`config.mk`:
```
export PLATFORM = sky130hd
export DESIGN_NAME = spi_irq_ctrl
export DESIGN_NICKNAME = d
export VERILOG_FILES = /design/src/rtl/spi_irq_pkg.sv /design/src/rtl/irq_status_reg.sv /design/src/rtl/irq_cfg_reg.sv /design/src/rtl/soft_rst_gen.sv /design/src/rtl/spi_irq_ctrl.sv
export SDC_FILE = /design/constraint.sdc
export NUM_CORES = 1
export LEC_CHECK = 0
export CAP_MARGIN = 15
export CORE_ASPECT_RATIO = 0.75
export CORE_MARGIN = 1.5
export CORE_UTILIZATION = 37
export CTS_CLUSTER_SIZE = 25
export DETAILED_ROUTE_END_ITERATION = 16
export DONT_BUFFER_PORTS = 1
export PLACE_DENSITY = 0.58
export SYNTH_ARGS = -nofsm -noshare
export SYNTH_HDL_FRONTEND = slang
export SYNTH_HIERARCHICAL = 1
export SYNTH_SLANG_ARGS = --single-unit
```
`constraint.sdc`:
```
create_clock -name clk_i -period 1.45 [get_ports clk_i]
set_input_delay 0.145 -clock clk_i [delete_from_list [all_inputs] [get_ports clk_i]]
set_output_delay 0.145 -clock clk_i [all_outputs]
set_load 0.05 [all_outputs]
```
`src/rtl/spi_irq_pkg.sv`:
```
package spi_irq_pkg;
  localparam int NUM_SRC = 6;
  localparam int DATA_W  = 32;
  localparam int ADDR_W  = 2;
  localparam logic [DATA_W-1:0] RST_KEY = 32'h0000_000A;

  typedef enum logic [ADDR_W-1:0] {
    ADDR_STATUS = 2'd0,
    ADDR_ENABLE = 2'd1,
    ADDR_GLOBAL = 2'd2,
    ADDR_RESET  = 2'd3
  } reg_addr_e;
endpackage

```
`src/rtl/irq_status_reg.sv`:
```
module irq_status_reg #(
  parameter int N = 6
) (
  input  logic         clk_i,
  input  logic         rst_ni,
  input  logic         soft_clr_i,
  input  logic [N-1:0] set_i,
  input  logic [N-1:0] w1c_i,
  output logic [N-1:0] status_o
);
  for (genvar k = 0; k < N; k++) begin : g_bit
    always_ff @(posedge clk_i or negedge rst_ni) begin
      if (!rst_ni)          status_o[k] <= 1'b0;
      else if (soft_clr_i)  status_o[k] <= 1'b0;
      else if (set_i[k])    status_o[k] <= 1'b1;  // set beats clear
      else if (w1c_i[k])    status_o[k] <= 1'b0;
    end
  end
endmodule

```
`src/rtl/irq_cfg_reg.sv`:
```
module irq_cfg_reg #(
  parameter int N  = 6,
  parameter int DW = 32
) (
  input  logic          clk_i,
  input  logic          rst_ni,
  input  logic          soft_clr_i,
  input  logic          en_we_i,
  input  logic          gie_we_i,
  input  logic [DW-1:0] wdata_i,
  output logic [N-1:0]  enable_o,
  output logic          gie_o
);
  localparam int GIE_BIT = DW - 1;

  always_ff @(posedge clk_i or negedge rst_ni) begin
    if (!rst_ni)         enable_o <= '0;
    else if (soft_clr_i) enable_o <= '0;
    else if (en_we_i)    enable_o <= wdata_i[N-1:0];
  end

  // global enable survives soft reset
  always_ff @(posedge clk_i or negedge rst_ni) begin
    if (!rst_ni)       gie_o <= 1'b0;
    else if (gie_we_i) gie_o <= wdata_i[GIE_BIT];
  end
endmodule

```
`src/rtl/soft_rst_gen.sv`:
```
module soft_rst_gen #(
  parameter int              LEN = 4,
  parameter int              DW  = 32,
  parameter logic [DW-1:0]   KEY = 32'h0000_000A
) (
  input  logic          clk_i,
  input  logic          rst_ni,
  input  logic          wr_i,
  input  logic [DW-1:0] wdata_i,
  output logic          pulse_o,
  output logic          soft_clr_o
);
  localparam int CNT_W = $clog2(LEN + 1);
  localparam logic [CNT_W-1:0] LEN_C = CNT_W'(LEN);

  logic [CNT_W-1:0] cnt_q;
  logic             key_hit;

  assign key_hit = wr_i && (wdata_i == KEY);

  always_ff @(posedge clk_i or negedge rst_ni) begin
    if (!rst_ni)            cnt_q <= '0;
    else if (key_hit)       cnt_q <= LEN_C;
    else if (cnt_q != '0)   cnt_q <= cnt_q - 1'b1;
  end

  assign pulse_o    = (cnt_q != '0);
  assign soft_clr_o = key_hit || pulse_o;
endmodule

```
`src/rtl/spi_irq_ctrl.sv`:
```
module spi_irq_ctrl
  import spi_irq_pkg::*;
#(
  parameter int NUM_SRC_P = NUM_SRC,
  parameter int DATA_W_P  = DATA_W,
  parameter int RST_LEN   = 4
) (
  input  logic                  clk_i,
  input  logic                  rst_ni,
  input  logic [NUM_SRC_P-1:0]  evt_i,
  input  logic                  we_i,
  input  logic [ADDR_W-1:0]     addr_i,
  input  logic [DATA_W_P-1:0]   wdata_i,
  output logic [DATA_W_P-1:0]   rdata_o,
  output logic                  irq_o,
  output logic                  core_rst_o
);
  localparam int GIE_BIT = DATA_W_P - 1;
  localparam logic [DATA_W_P-1:0] KEY_W = DATA_W_P'(RST_KEY);

  logic [NUM_SRC_P-1:0] status_q, enable_q, w1c;
  logic gie_q, soft_clr;
  logic wr_status, wr_enable, wr_global, wr_reset;

  assign wr_status = we_i && (addr_i == ADDR_STATUS);
  assign wr_enable = we_i && (addr_i == ADDR_ENABLE);
  assign wr_global = we_i && (addr_i == ADDR_GLOBAL);
  assign wr_reset  = we_i && (addr_i == ADDR_RESET);
  assign w1c       = wr_status ? wdata_i[NUM_SRC_P-1:0] : '0;

  irq_status_reg #(.N(NUM_SRC_P)) u_status (
    .clk_i, .rst_ni,
    .soft_clr_i (soft_clr),
    .set_i      (evt_i),
    .w1c_i      (w1c),
    .status_o   (status_q)
  );

  irq_cfg_reg #(.N(NUM_SRC_P), .DW(DATA_W_P)) u_cfg (
    .clk_i, .rst_ni,
    .soft_clr_i (soft_clr),
    .en_we_i    (wr_enable),
    .gie_we_i   (wr_global),
    .wdata_i    (wdata_i),
    .enable_o   (enable_q),
    .gie_o      (gie_q)
  );

  soft_rst_gen #(.LEN(RST_LEN), .DW(DATA_W_P), .KEY(KEY_W)) u_rst (
    .clk_i, .rst_ni,
    .wr_i       (wr_reset),
    .wdata_i    (wdata_i),
    .pulse_o    (core_rst_o),
    .soft_clr_o (soft_clr)
  );

  assign irq_o = gie_q && |(status_q & enable_q);

  always_comb begin
    rdata_o = '0;
    case (addr_i)
      ADDR_STATUS: rdata_o[NUM_SRC_P-1:0] = status_q;
      ADDR_ENABLE: rdata_o[NUM_SRC_P-1:0] = enable_q;
      ADDR_GLOBAL: rdata_o[GIE_BIT]       = gie_q;
      default:     rdata_o = '0;
    endcase
  end
endmodule

```
==> impl.org, run 1 <==
** Status
- The run finished with clean final reports.

** Die
- Top-Level Pins :: 77
- Die footprint :: 0.003715 mm²
- Die height :: 53.16 µm
- Row generation in the floorplan step produced 17 rows.
- Effective utilization at floorplan :: 40.52%
- The core region is 0.003063 mm².
- The die is 69.88 µm wide.

** Cells and area
- # fillers :: 299
- The post-route netlist has 23.29% of its cells at a drive strength greater than 1.
- Antenna cell count :: 0
- Flip-flop and latch area :: 400.4 µm²
- Area overhead of the layout relative to synthesis :: 8.065%
- In the final design database the tool counted 192 nets.
- Final non-filler cell total :: 184
- Summed area of non-filler cells in the final layout :: 0.001341 mm²
- Multi-input gate area in the final layout :: 708.2 µm²
- Measured on the finished design, the core utilization comes to 43.79%.

** Power
- The share of total power dissipated in combinational logic is 35.8%.
- Total net switching power :: 0.6126 mW
- After layout, the design draws a total of 1.544 mW.
- Leak pwr :: 0.6549 nW
- Total internal power :: 0.9318 mW
- Switch share :: 39.67%
- Max IR drop VDD :: 0.0005148 V
- Clk network pwr share :: 25.3%
- The share of total power dissipated in sequential elements is 38.9%.
- For this design the ratio of total power to cell area is 1151 mW/mm².

** Timing
- Maximum frequency from static timing analysis :: 0.7200 GHz
- Actual slew at the worst max-slew pin :: 728.5 ps
- Across all setup checks in the final design, the least slack found is 61.03 ps.
- Minimum period implied by the final worst setup slack :: 1389 ps
- In the finished design, the share of the clock period the worst path needs comes to 95.79%.
- Setup violations remaining at the end of the flow were counted as 0.
- In this run the tightest slew margin relative to its limit is 51.27%.
- Final Max Slew Viols :: 0
- For the final routed database, the setup TNS stands at 0 ps.
- Hold violation total from the final report :: 0
- The clock arrives with 1.187 ps of skew.
- Hold timing on the final database bottoms out at a slack of 17.52 ps.
- Setup repair after global routing left no endpoint under its margin.

** Yosys
- Seq/Total Area, Yosys :: 32.26%
- Cell area after synthesis :: 0.001241 mm²
- Averaged over all synthesized cells, the footprint is 9.263 µm².
- Number of library cell types mapped by synthesis :: 29
- Number of warnings printed during yosys synthesis :: 6
- Yosys mapped a number of flops with a built-in enable equal to 0.
- Top_reg_cell synth :: dfrtp_1
- In the post-synthesis netlist, the biggest area contributors are dfrtp_1 (32%), buf_4 (16%), mux2i_1 (10%), nand2b_4 (6.7%), nor2_1 (5.4%).
- Synthesis produced a netlist whose cell count is 134.
- Counting flops and latches in the post-synthesis netlist gives 16.
- Area share of the largest cell type after synthesis :: 32.26%
- Cell taking the most area after synthesis :: dfrtp_1
- For this run, asynchronously set or reset flops after synthesis account for 100.0%.

** Routing
- In this run the remaining antenna-violating nets after routing total 0.
- Via count normalized by instance count :: 4.755
- Before antenna repair, the detailed router went through 4 iterations.
- For this block, wires on met1 add up to 1.073 mm.
- DRC Markers :: 0
- Summed over all layers, the routed wires come to 2.521 mm.
- Across all layers, the routed design uses 875 vias.
- In this run, the number of DRC markers left after iteration 0 of detailed routing was 18.
- Wire segments on met2 add up to 1.172 mm in the final route.
- In the detailed route, the total length drawn on met3 is 255 µm.
- Routed signal wires occupy layers up through met4.
- After detailed routing, the average wire length per cell comes to 13.70 µm.

** Worst setup path
- Worst path required time :: 1310 ps
- STA classifies the critical path startpoint as a flip-flop.
- Of all nets on the critical path, the largest fanout is 3.
- STA classifies the critical path endpoint as an output port.
- Data arrives at the worst endpoint at 1240 ps.
- The setup path with the least slack is of type flip-flop to output port.

** Run
- Count of maximum capacitance violations :: 0

** Global routing
- Initial antenna violation count :: 0
- Congestion Overflow GR :: 0
- Overall fraction of global-route tracks in use :: 13.90%
- Wire length of the first global-routing pass :: 3.850 mm
- Vias in the first global route :: 815
- Entering global routing, the biggest net connects 17 pins.

** CTS
- Maximum root-to-sink buffer count :: 2
- H-tree Lvls :: 1
- Source-to-sink clock delay at the later pin of the worst-skew pair :: 250 ps
- Library cell used as clock root buffer :: clkbuf_8
- For this design, the sink count on the clock tree is 16.
- TritonCTS built the clock tree.
- TritonCTS Buffers :: 3
- Buffers added to address setup during post-CTS repair amount to 0.
- Clock Pin Slew Worst Setup and Hold Paths :: 60 ps

** Hold path
- Type of the most critical hold path :: primary input to flip-flop

** Placement
- Number of port buffers :: 0
- Summing all placed instances gives a cell area of 0.001269 mm².
- Last weighted congestion value of the routability-driven placer :: 0.7728
- Number of cells after detailed placement :: 179
- Before CTS, the worst setup slack after placement is -139.7 ps.
- HPWL after DPL :: 2.101 mm
final cells by class:
type | count | area share (%)
flip-flops and latches | 16 | 29.85
repair buffers | 12 | 6.903
inverters | 10 | 2.798
clock buffers | 4 | 4.104
well taps | 38 | 3.545
multi-input cells | 104 | 52.80
metal layers:
| layer | up-vias | GRT usage (%) |
|---|---|---|
| met5 | - | 0 |
| met4 | 0 | 3.846 |
| met3 | 2 | 4.190 |
| met2 | 62 | 22.38 |
| met1 | 388 | 18.28 |
| li1 | 423 | - |
Yosys cell counts (2+ instances only):
library cell  number
buf_4             26
nor2_1            18
dfrtp_1           16
mux2i_1           13
inv_1             10
a21oi_1            7
and2_1             6
nand2b_4           6
nand2_1            5
nor4_1             4
a22oi_1            3
ha_1               2
nor4_2             2
repair_timing:
item                                    in CTS  in global routing
gates resized for setup                      0                  3
endpoints found under the hold margin       16                  0
endpoints found under the setup margin       0                  2
hold buffers                                 1                  0
critical path: stages, from the launching register on:
cell and delay (ps):
dfrtp_1 420, a22oi_1 250, a31oi_2 120, buf_4 200
power by group through the flow:
stage / registers [mW] / logic, mW / clock network, mW
final: 0.601 / 0.553 / 0.391
after global placement: 0.602 / 0.531 / 0
after floorplan: 0.584 / 0.517 / 0
after CTS: 0.595 / 0.552 / 0.402
after global routing: 0.612 / 0.589 / 0.425
after detailed placement: 0.603 / 0.541 / 0
flip-flops by register name, summed over array words and instances (netlist names):
signal	count
u_status/status_o	6
u_cfg/gie_o	1
u_rst/cnt_q	3
u_cfg/enable_o	6
path summary, 6_finish.rpt:
kind / start / slack (ps) / cells past startpoint / end
max: u_status/status_o[4] / 60 / 3 / irq_o
min: evt_i[3] / 20 / 2 / u_status/status_o[3]
max reg2reg: u_rst/cnt_q[1] / 210 / 7 / u_rst/cnt_q[1]
min reg2reg: u_cfg/gie_o / 510 / 1 / u_cfg/gie_o
max in group asynchronous: rst_ni / 600 / 1 / u_rst/cnt_q[1]
min in group asynchronous: rst_ni / 400 / 1 / u_cfg/enable_o[3]
cell usage in the layout, fill, tap and decap left out, types with 2 or more instances in the layout:
cell,n
a21oi_1,7
a22oi_1,2
and2_1,6
buf_4,11
clkbuf_8,4
conb_1,25
dfrtp_1,16
ha_1,2
inv_1,9
mux2i_1,13
nand2_1,4
nand2b_4,6
nor2_1,18
nor3b_2,2
nor4_1,4
nor4_2,2
cell families after synthesis:
group | share of synthesized area (%)
simple gates | 28.13
buf+inv | 20.06
flops | 32.26
mux | 11.39
compound gates | 5.141
fa+ha+maj | 2.016
other cells | 0.3021
xor+xnor | 0.7058
No activity file was read; power rests on OpenSTA's default activity.
==> inputs of run 2 (changes only) <==
- SYNTH_HIERARCHICAL: 1 -> default
==> impl.org, run 2 <==
** Timing
- The achievable clock frequency was 0.7097 GHz (was 0.7200 GHz).
- RSZ-0062 raised after global routing :: no (unchanged)
- Actual slew at the worst max-slew pin :: 710.1 ps (was 728.5 ps)
- The worst slew margin relative to its limit was 52.50% (was 51.27%).
- The number of slew-limit violations in the final report is 0 (unchanged).
- The final clock skew is 2.668 ps (was 1.187 ps).
- Post-route fraction of the period consumed by the critical path :: 97.17% (was 95.79%)
- Final setup margin :: 41.02 ps (was 61.03 ps)
- The final critical delay including setup and external delays was 1409 ps (was 1389 ps).
- Final setup fails :: 0 (unchanged)
- The count of final hold-check violations was 0 (unchanged).

** Cells and area
- The most common library cell in the layout ignoring fill and taps was conb_1 (unchanged).
- Final core utilization :: 43.54% (was 43.79%)
- Final net count :: 184 (was 192)
- Leading registers by flop count: u_cfg.enable_o (6), u_status.status_o (6), u_rst.cnt_q (3) (was u_cfg/enable_o (6), u_status/status_o (6), u_rst/cnt_q (3)).
- Commonest cells after routing, fill and taps aside: conb_1 (25), dfrtp_1 (16), nor3_1 (13), buf_4 (13), mux2i_1 (12) (was conb_1 (25), nor2_1 (18), dfrtp_1 (16)).
- # fillers :: 295 (was 299)
- The growth of design area from synthesis to finish was 12.92% (was 8.065%).
- Antenna cell count :: 0 (unchanged)
- Layout cell share with drive strength beyond 1 :: 18.12% (was 23.29%)

** Yosys
- The share of flip-flops with an asynchronous set or reset after synthesis was 100.0% (unchanged).
- The count of mapped cells out of synthesis is 124 (was 134).
- The top flip-flop cell by instance count after synthesis is dfrtp_1 (unchanged).
- The post-synth design cell area is 0.001124 mm² (was 0.001241 mm²).
- Commonest cells in the synthesized netlist: buf_4 (25), dfrtp_1 (16), nor3_1 (13) (was buf_4 (26), nor2_1 (18), dfrtp_1 (16)).
- Synth Area in Adders :: 2.227% (was 2.016%)
- Mean instance size in the synthesized netlist :: 9.061 µm² (was 9.263 µm²)
- Number of flip-flops and latches in the synthesized netlist :: 16 (unchanged)
- The number of flops mapped to enable cells by yosys came to 0 (unchanged).
- The post-synthesis mux area share was 11.69% (was 11.39%).
- The main combinational cell family by area after synthesis is simple AND/OR/NAND/NOR gates (unchanged).
- The post-synthesis simple-gate area fraction is 22.61% (was 28.13%).
- Cell taking the most area after synthesis :: dfrtp_1 (unchanged)
- Number of library cell types mapped by synthesis :: 30 (was 29)
- Largest cells by area after synthesis :: dfrtp_1 (36%), buf_4 (17%), mux2i_1 (11%), nor3_1 (5.8%), nor2_1 (3.3%) (was dfrtp_1 (32%), buf_4 (16%), mux2i_1 (10%), nand2b_4 (6.7%), nor2_1 (5.4%))
- The number of warnings printed during yosys synthesis came to 0 (was 6).
- The most common cell in the synthesized netlist was buf_4 (unchanged).
- The area share of the leading cell type in the synthesized netlist is 35.63% (was 32.26%).
- The post-synthesis xor/xnor area fraction came to 0.7795% (was 0.7056%).
- The compound-cell area share of the yosys netlist was 6.682% (was 5.141%).
- Seq/Total Area, Yosys :: 35.63% (was 32.26%)

** Global routing
- The pin count of the biggest net entering global routing is 17 (unchanged).
- The sum of overflow across all layers after global routing came to 0 (unchanged).
- Initial antenna violation count :: 0 (unchanged)
- Wire length of the first global-routing pass :: 3.429 mm (was 3.850 mm)
- The total global-route track usage was 13.84% (was 13.90%).
- The number of global-route vias before repair was 771 (was 815).

** CTS
- TritonCTS clock tree :: built (unchanged)
- The total CTS buffers came to 3 (unchanged).
- The insertion delay of the later-clocked pin in the worst-skew pair came to 250 ps (about the same).
- Maximum root-to-sink buffer count :: 2 (unchanged)
- H-tree Lvls :: 1 (unchanged)
- The buffer cell driving the clock tree root is clkbuf_8 (unchanged).
- The number of clock sinks seen by CTS was 16 (unchanged).
- The clock-pin slew on the worst setup and hold paths was 60 ps (about the same).

** Worst setup path
- The required time of the critical path came to 1590 ps (was 1310 ps).
- The count of buffering cells on the critical path with inverters included was 1 (unchanged).
- Startpoint-to-endpoint class of the critical path :: primary input to flip-flop (was flip-flop to output port)
- FF-to-FF Start :: u_rst.cnt_q[0] (was u_rst/cnt_q[1])
- Cells on worst reg2reg path :: 5 (was 7)
- The peak per-stage delay on the critical path is 510 ps (was 420 ps).
- Launch point of the critical path :: wdata_i[11] (was u_status/status_o[4])
- The highest-delay cell along the critical path was or4_1 (was dfrtp_1).
- The kind of cell adding the most delay to the critical path is simple AND/OR/NAND/NOR gates (was flip-flops).
- Cells along the critical path :: or4_1, or4_4, nor3_4, buf_12, nor3_1 (was a22oi_1, a31oi_2, buf_4)
- The critical path arrival is 1550 ps (was 1240 ps).
- Kind of capture point of the worst setup path :: flip-flop (was output port)
- The largest fanout of any net on the critical path is 15 (was 3).
- The number of logic stages on the critical path including buffering is 5 (was 3).
- The startpoint type of the worst setup path is a primary input (was flip-flop).

** Routing
- The post-route DRC violation count is 0 (unchanged).
- The top routing layer in use was met4 (unchanged).
- Initial DRC Count :: 20 (was 18)
- Number of routed nets with antenna violations :: 0 (unchanged)
- The final wirelength is 2.270 mm (was 2.521 mm).
- Routed via count :: 866 (was 875)
- The average routed wire per standard cell came to 12.90 µm (was 13.70 µm).
- The detailed-route wire length on metal 1 came to 929 µm (was 1.073 mm).
- Met3 wirelength from detailed routing :: 175 µm (was 255 µm)
- The mean number of vias per cell is 4.920 (was 4.755).
- Router iterations before antenna repair :: 6 (was 4)
- The met2 wire length came to 1.116 mm (was 1.172 mm).

** Run
- The count of maximum capacitance violations is 0 (unchanged).

** Power
- The leakage power figure is 0.6079 nW (was 0.6549 nW).
- The peak ir drop on the vdd network is 0.0002948 V (was 0.0005148 V).
- The power density normalized to cell area came to 1151 mW/mm² (about the same).

** Placement
- Number of port buffers :: 0 (unchanged)
- The setup slack after placement was -240.9 ps (was -139.7 ps).
- The final RePlAce weighted congestion was 0.7575 (was 0.7728).
- HPWL after DPL :: 1.785 mm (was 2.101 mm)

** Die
- Die footprint :: 0.003380 mm² (was 0.003715 mm²)
- The width of the die is 66.63 µm (was 69.88 µm).
- The I/O pin total came to 77 (unchanged).
- Effective utilization at floorplan :: 38.56% (was 40.52%)
- The total core area came to 0.002914 mm² (was 0.003063 mm²).
- Die height :: 50.73 µm (was 53.16 µm)
- Number of standard-cell rows in the floorplan :: 17 (unchanged)

** Hold path
- The type of the most critical hold path is primary input to flip-flop (unchanged).
- Hold wc startpoint :: wdata_i[31] (was evt_i[3])
- Worst hold path depth :: 1 (was 2)

** Status
- Status: complete, no violations (unchanged).
run 2: cell count changes after synthesis, moves of 2 or more:
| cell | delta |
|---|---|
| and2_1 | -6 |
| clkbuf_1 | +4 |
| inv_1 | -7 |
| nand2_1 | +2 |
| nand2b_4 | -6 |
| nor2_1 | -8 |
| nor3_1 | +13 |
| nor4_2 | -2 |
run 2: what timing repair did:
| action | 4_1_cts | 5_1_grt |
|---|---|---|
| endpoints found under the setup margin | 1 | 1 |
| endpoints found under the hold margin | 16 | 0 |
| hold buffers | 1 | 0 |
| pin swaps | 0 | 0 |
| gates resized for setup | 2 | 0 |
| buffers inserted | 0 | 3 |
| gates cloned | 0 | 0 |
run 2: area by class of cell:
class,instances,area [µm²],share of cell area [%]
inverter,3,11.26,0.8876
multi-input combinational,99,606.8,47.83
tap,38,47.55,3.748
timing repair buffer,16,147.6,11.64
sequential,16,400.4,31.56
clock buffer,4,55.05,4.339
run 2: cells by family after synthesis:
group           after synthesis
compound gates               12
other cells                   1
fa+ha+maj                     2
mux                          13
simple gates                 46
flops                        16
buf+inv                      33
xor+xnor                      1
run 2: metrics by stage:
stage | area, µm² | std cells | power, mW | hold slack [ps] | TNS [ps]
4_1_cts | 1246 | 173 | 1.475 | 37.40 | 0
5_1_grt | 1269 | 176 | 1.532 | 49.67 | 0
6_report | 1269 | 176 | 1.460 | 43.17 | 0
3_5_place_dp | 1174 | 168 | 1.061 | -150.3 | -3258
3_3_place_gp | 1174 | 168 | 1.051 | -150.3 | -3228
2_1_floorplan | 1226 | 148 | 1.030 | -150.6 | -3030
run 2: path summary, 6_finish.rpt:
| check | endpoint | slack [ps] |
|---|---|---|
| min in group asynchronous | u_status.status_o[2] | 380 |
| max in group asynchronous | u_rst.cnt_q[2] | 620 |
| worst min register to register | u_cfg.gie_o | 510 |
| worst max-delay path | u_cfg.enable_o[4] | 40 |
| worst max register to register | u_rst.cnt_q[1] | 210 |
| worst min-delay path | u_cfg.gie_o | 40 |
run 2: per-layer routing:
| metal | vias up | GRT usage [%] |
|---|---|---|
| met3 | 5 | 2.242 |
| met1 | 405 | 17.51 |
| li1 | 412 | - |
| met4 | 0 | 7.143 |
| met5 | - | 0 |
| met2 | 44 | 22.67 |
run 2: power breakdown:
part / leakage (nW) / switching (mW) / internal (mW)
Combinational: 0.401 / 0.360 / 0.136
Clock: 0.0288 / 0.157 / 0.241
Sequential: 0.178 / 0.0509 / 0.515
==> inputs of run 3 (changes only) <==
- GPL_TIMING_DRIVEN: default -> 0
==> impl.org, run 3 (synthesized netlist as in run 2, its figures left out) <==
** Status
- Status :: finished, violations left (was complete, no violations)
- Failing checks :: negative setup slack

** Timing
- The count of final hold-check violations was 0 (unchanged).
- Final setup fails :: 14 (was 0)
- Minimum period implied by the final worst setup slack :: 1520 ps (was 1409 ps)
- RSZ-0062 raised after global routing :: yes (was no)
- Worst hold slack across all endpoints :: 45.98 ps (was 43.17 ps)
- The final clock skew came to 0.6882 ps (was 2.668 ps).
- Maximum frequency from static timing analysis :: 0.6577 GHz (was 0.7097 GHz)
- Final setup margin :: -70.47 ps (was 41.02 ps)
- The portion of the clock cycle consumed by the worst path in the final layout came to 104.9% (was 97.17%).
- Actual slew at the worst max-slew pin :: 838.4 ps (was 710.1 ps)
- The worst slew margin relative to its limit came to 43.99% (was 52.50%).
- Final Max Slew Viols :: 0 (unchanged)

** Routing
- DRC Markers :: 0 (unchanged)
- Initial DRC Count :: 39 (was 20)
- DR WL/cell :: 13.21 µm (was 12.90 µm)
- Via count normalized by instance count :: 4.779 (was 4.920)
- Number of routed nets with antenna violations :: 0 (unchanged)
- Total detailed-routing wirelength :: 2.576 mm (was 2.270 mm)
- The via count is 932 (was 866).
- The number of search-and-repair iterations in the first detailed-routing pass is 4 (was 6).

** Global routing
- The layer with the highest usage is met2 (unchanged).
- Initial antenna violation count :: 0 (unchanged)
- The wire length of the first global-routing pass came to 3.719 mm (was 3.429 mm).
- The number of global-route vias before repair is 824 (was 771).
- Overall fraction of global-route tracks in use :: 15.02% (was 13.84%)
- Congestion Overflow GR :: 0 (unchanged)
- Pin count of the biggest net entering global routing :: 17 (unchanged)
- Met1 global-route usage :: 17.23% (was 17.51%)
- Grt met3 use :: 2.018% (was 2.242%)
- Met2 track demand over resource in global routing :: 26.83% (was 22.67%)

** Cells and area
- Multi-input gate area in the final layout :: 690.7 µm² (was 606.8 µm²)
- The growth of design area from synthesis to finish came to 33.30% (was 12.92%).
- The count of fill cells added during filler insertion came to 266 (was 295).
- The register cell area after layout was 400.4 µm² (unchanged).
- Layout cell share with drive strength beyond 1 :: 38.85% (was 18.12%)
- Leading registers by flop count :: u_cfg.enable_o (6), u_status.status_o (6), u_rst.cnt_q (3) (unchanged)
- The number of nets in the finished design came to 203 (was 184).
- Most frequent standard cell in the layout excluding fill and tap cells :: buf_4 (was conb_1)
- Antenna cell count :: 0 (unchanged)
- The post-route standard cell area excluding fillers is 0.001498 mm² (was 0.001269 mm²).
- Final core utilization :: 51.40% (was 43.54%)
- Commonest cells after routing, fill and taps aside: buf_4 (27), conb_1 (25), dfrtp_1 (16) (was conb_1 (25), dfrtp_1 (16), nor3_1 (13), buf_4 (13), mux2i_1 (12)).

** Power
- Overall power :: 1.534 mW (was 1.460 mW)
- Max IR drop VDD :: 0.0003255 V (was 0.0002948 V)
- The internal portion of total power came to 0.9236 mW (was 0.8922 mW).
- The leakage power figure was 0.7283 nW (was 0.6079 nW).
- Clk network pwr share :: 25.8% (was 27.2%)
- Power per Cell Area :: 1025 mW/mm² (was 1151 mW/mm²)
- The switching part of the total was 39.81% (was 38.88%).
- The combinational share of power came to 37.1% (was 34.0%).
- The sequential fraction of design power was 37.2% (was 38.8%).
- The switching power summed over all nets is 0.6108 mW (was 0.5677 mW).

** CTS
- TritonCTS clock tree :: built (unchanged)
- The clock-pin slew on the worst setup and hold paths is 60 ps (about the same).
- The number of clock sinks seen by CTS is 16 (unchanged).
- The maximum buffer depth of the clock tree came to 2 (unchanged).
- The insertion delay of the later-clocked pin in the worst-skew pair came to 250 ps (about the same).
- The buffer cell driving the clock tree root is clkbuf_8 (unchanged).
- H-tree Lvls :: 1 (unchanged)
- TritonCTS Buffers :: 3 (unchanged)

** Die
- The number of cell rows is 17 (unchanged).
- The initial core utilization was 38.56% (unchanged).
- Top-Level Pins :: 77 (unchanged)
- Die footprint :: 0.003380 mm² (unchanged)
- Core outline area :: 0.002914 mm² (unchanged)
- The die outline height came to 50.73 µm (unchanged).
- Width of the die :: 66.63 µm (unchanged)

** Hold path
- Type of the most critical hold path :: primary input to flip-flop (unchanged)
- Worst hold path depth :: 1 (unchanged)
- Worst hold endpoint :: u_cfg.gie_o (unchanged)
- Hold wc startpoint :: wdata_i[31] (unchanged)

** Worst setup path
- The number of cells traversed by the worst register-to-register path came to 6 (was 5).
- The worst setup path category is primary input to flip-flop (unchanged).
- Max FO, Critical Path :: 5 (was 15)
- Worst path required time :: 1590 ps (about the same)
- The startpoint type of the worst setup path is a primary input (unchanged).
- Endpoint of the worst-slack reg-to-reg timing path :: u_cfg.enable_o[3] (was u_rst.cnt_q[1])
- FF-to-FF Start :: u_rst.cnt_q[0] (unchanged)
- The setup slack on the worst flop-to-flop path is 120 ps (was 210 ps).
- Data arrival time of the critical path :: 1660 ps (was 1550 ps)
- The nature of the critical path endpoint is a flip-flop (unchanged).

** Placement
- The detailed-placement wirelength estimate is 1.926 mm (was 1.785 mm).
- Post-placement worst setup slack :: -371.7 ps (was -240.9 ps)
- The final RePlAce weighted congestion was 0.7541 (was 0.7575).
- The placement-stage cell area came to 0.001274 mm² (was 0.001174 mm²).
- Number of port buffers :: 0 (unchanged)

** Run
- The count of maximum capacitance violations was 0 (unchanged).
run 3: changes by cell type in the layout (fill, tap and decap cells not counted), sizes merged:
cell and delta:
buf +16, clkbuf +3
run 3: what timing repair did:
| item | in CTS | in global routing |
|---|---|---|
| hold buffers | 1 | 0 |
| endpoints found under the setup margin | 19 | 16 |
| hold endpoints to repair | 16 | 0 |
| pin swaps | 10 | 2 |
| gates cloned | 1 | 1 |
| buffers inserted | 1 | 2 |
| gates resized for setup | 23 | 7 |
run 3: worst max-delay path, cell delays in order:
cell    delay (ps)
or4_4          500
or4_4          510
nor3_4         260
buf_6          190
nor3_2          50
run 3: how the worst max path moves through the flow:
stage                      from              endpoint  depth (start not counted)
finish              wdata_i[11]     u_cfg.enable_o[0]                          5
global route        wdata_i[11]     u_cfg.enable_o[4]                          5
CTS                 wdata_i[11]     u_cfg.enable_o[4]                          5
detailed placement  wdata_i[11]     u_cfg.enable_o[4]                          5
global placement    wdata_i[11]  u_status.status_o[5]                          5
floorplan           wdata_i[11]     u_cfg.enable_o[0]                          5
run 3: routing by layer:
metal,vias up,routed length (µm)
li1,448,-
met1,440,1079
met2,38,1252
met3,6,180
met4,0,64
met5,-,0
run 3: stage by stage:
step,setup TNS (ps),cells
global route,-1366,195
floorplan,-3030,148
detailed placement,-5834,186
CTS,-1520,192
global placement,-5797,186
finish,-768.6,195
run 3: layout make-up:
class	instances	area share, %
buffer	29	15.62
clock buffer	4	3.676
inverter	3	0.7519
multi-input combinational	99	46.12
sequential	16	26.73
tap	38	3.175
timing repair buffer	6	3.926
run 3: power groups by stage:
stage	registers [mW]	logic [mW]	clock network (mW)
6_report	0.570	0.569	0.396
3_3_place_gp	0.573	0.491	0
2_1_floorplan	0.561	0.469	0
4_1_cts	0.568	0.565	0.402
5_1_grt	0.578	0.599	0.423
3_5_place_dp	0.576	0.498	0
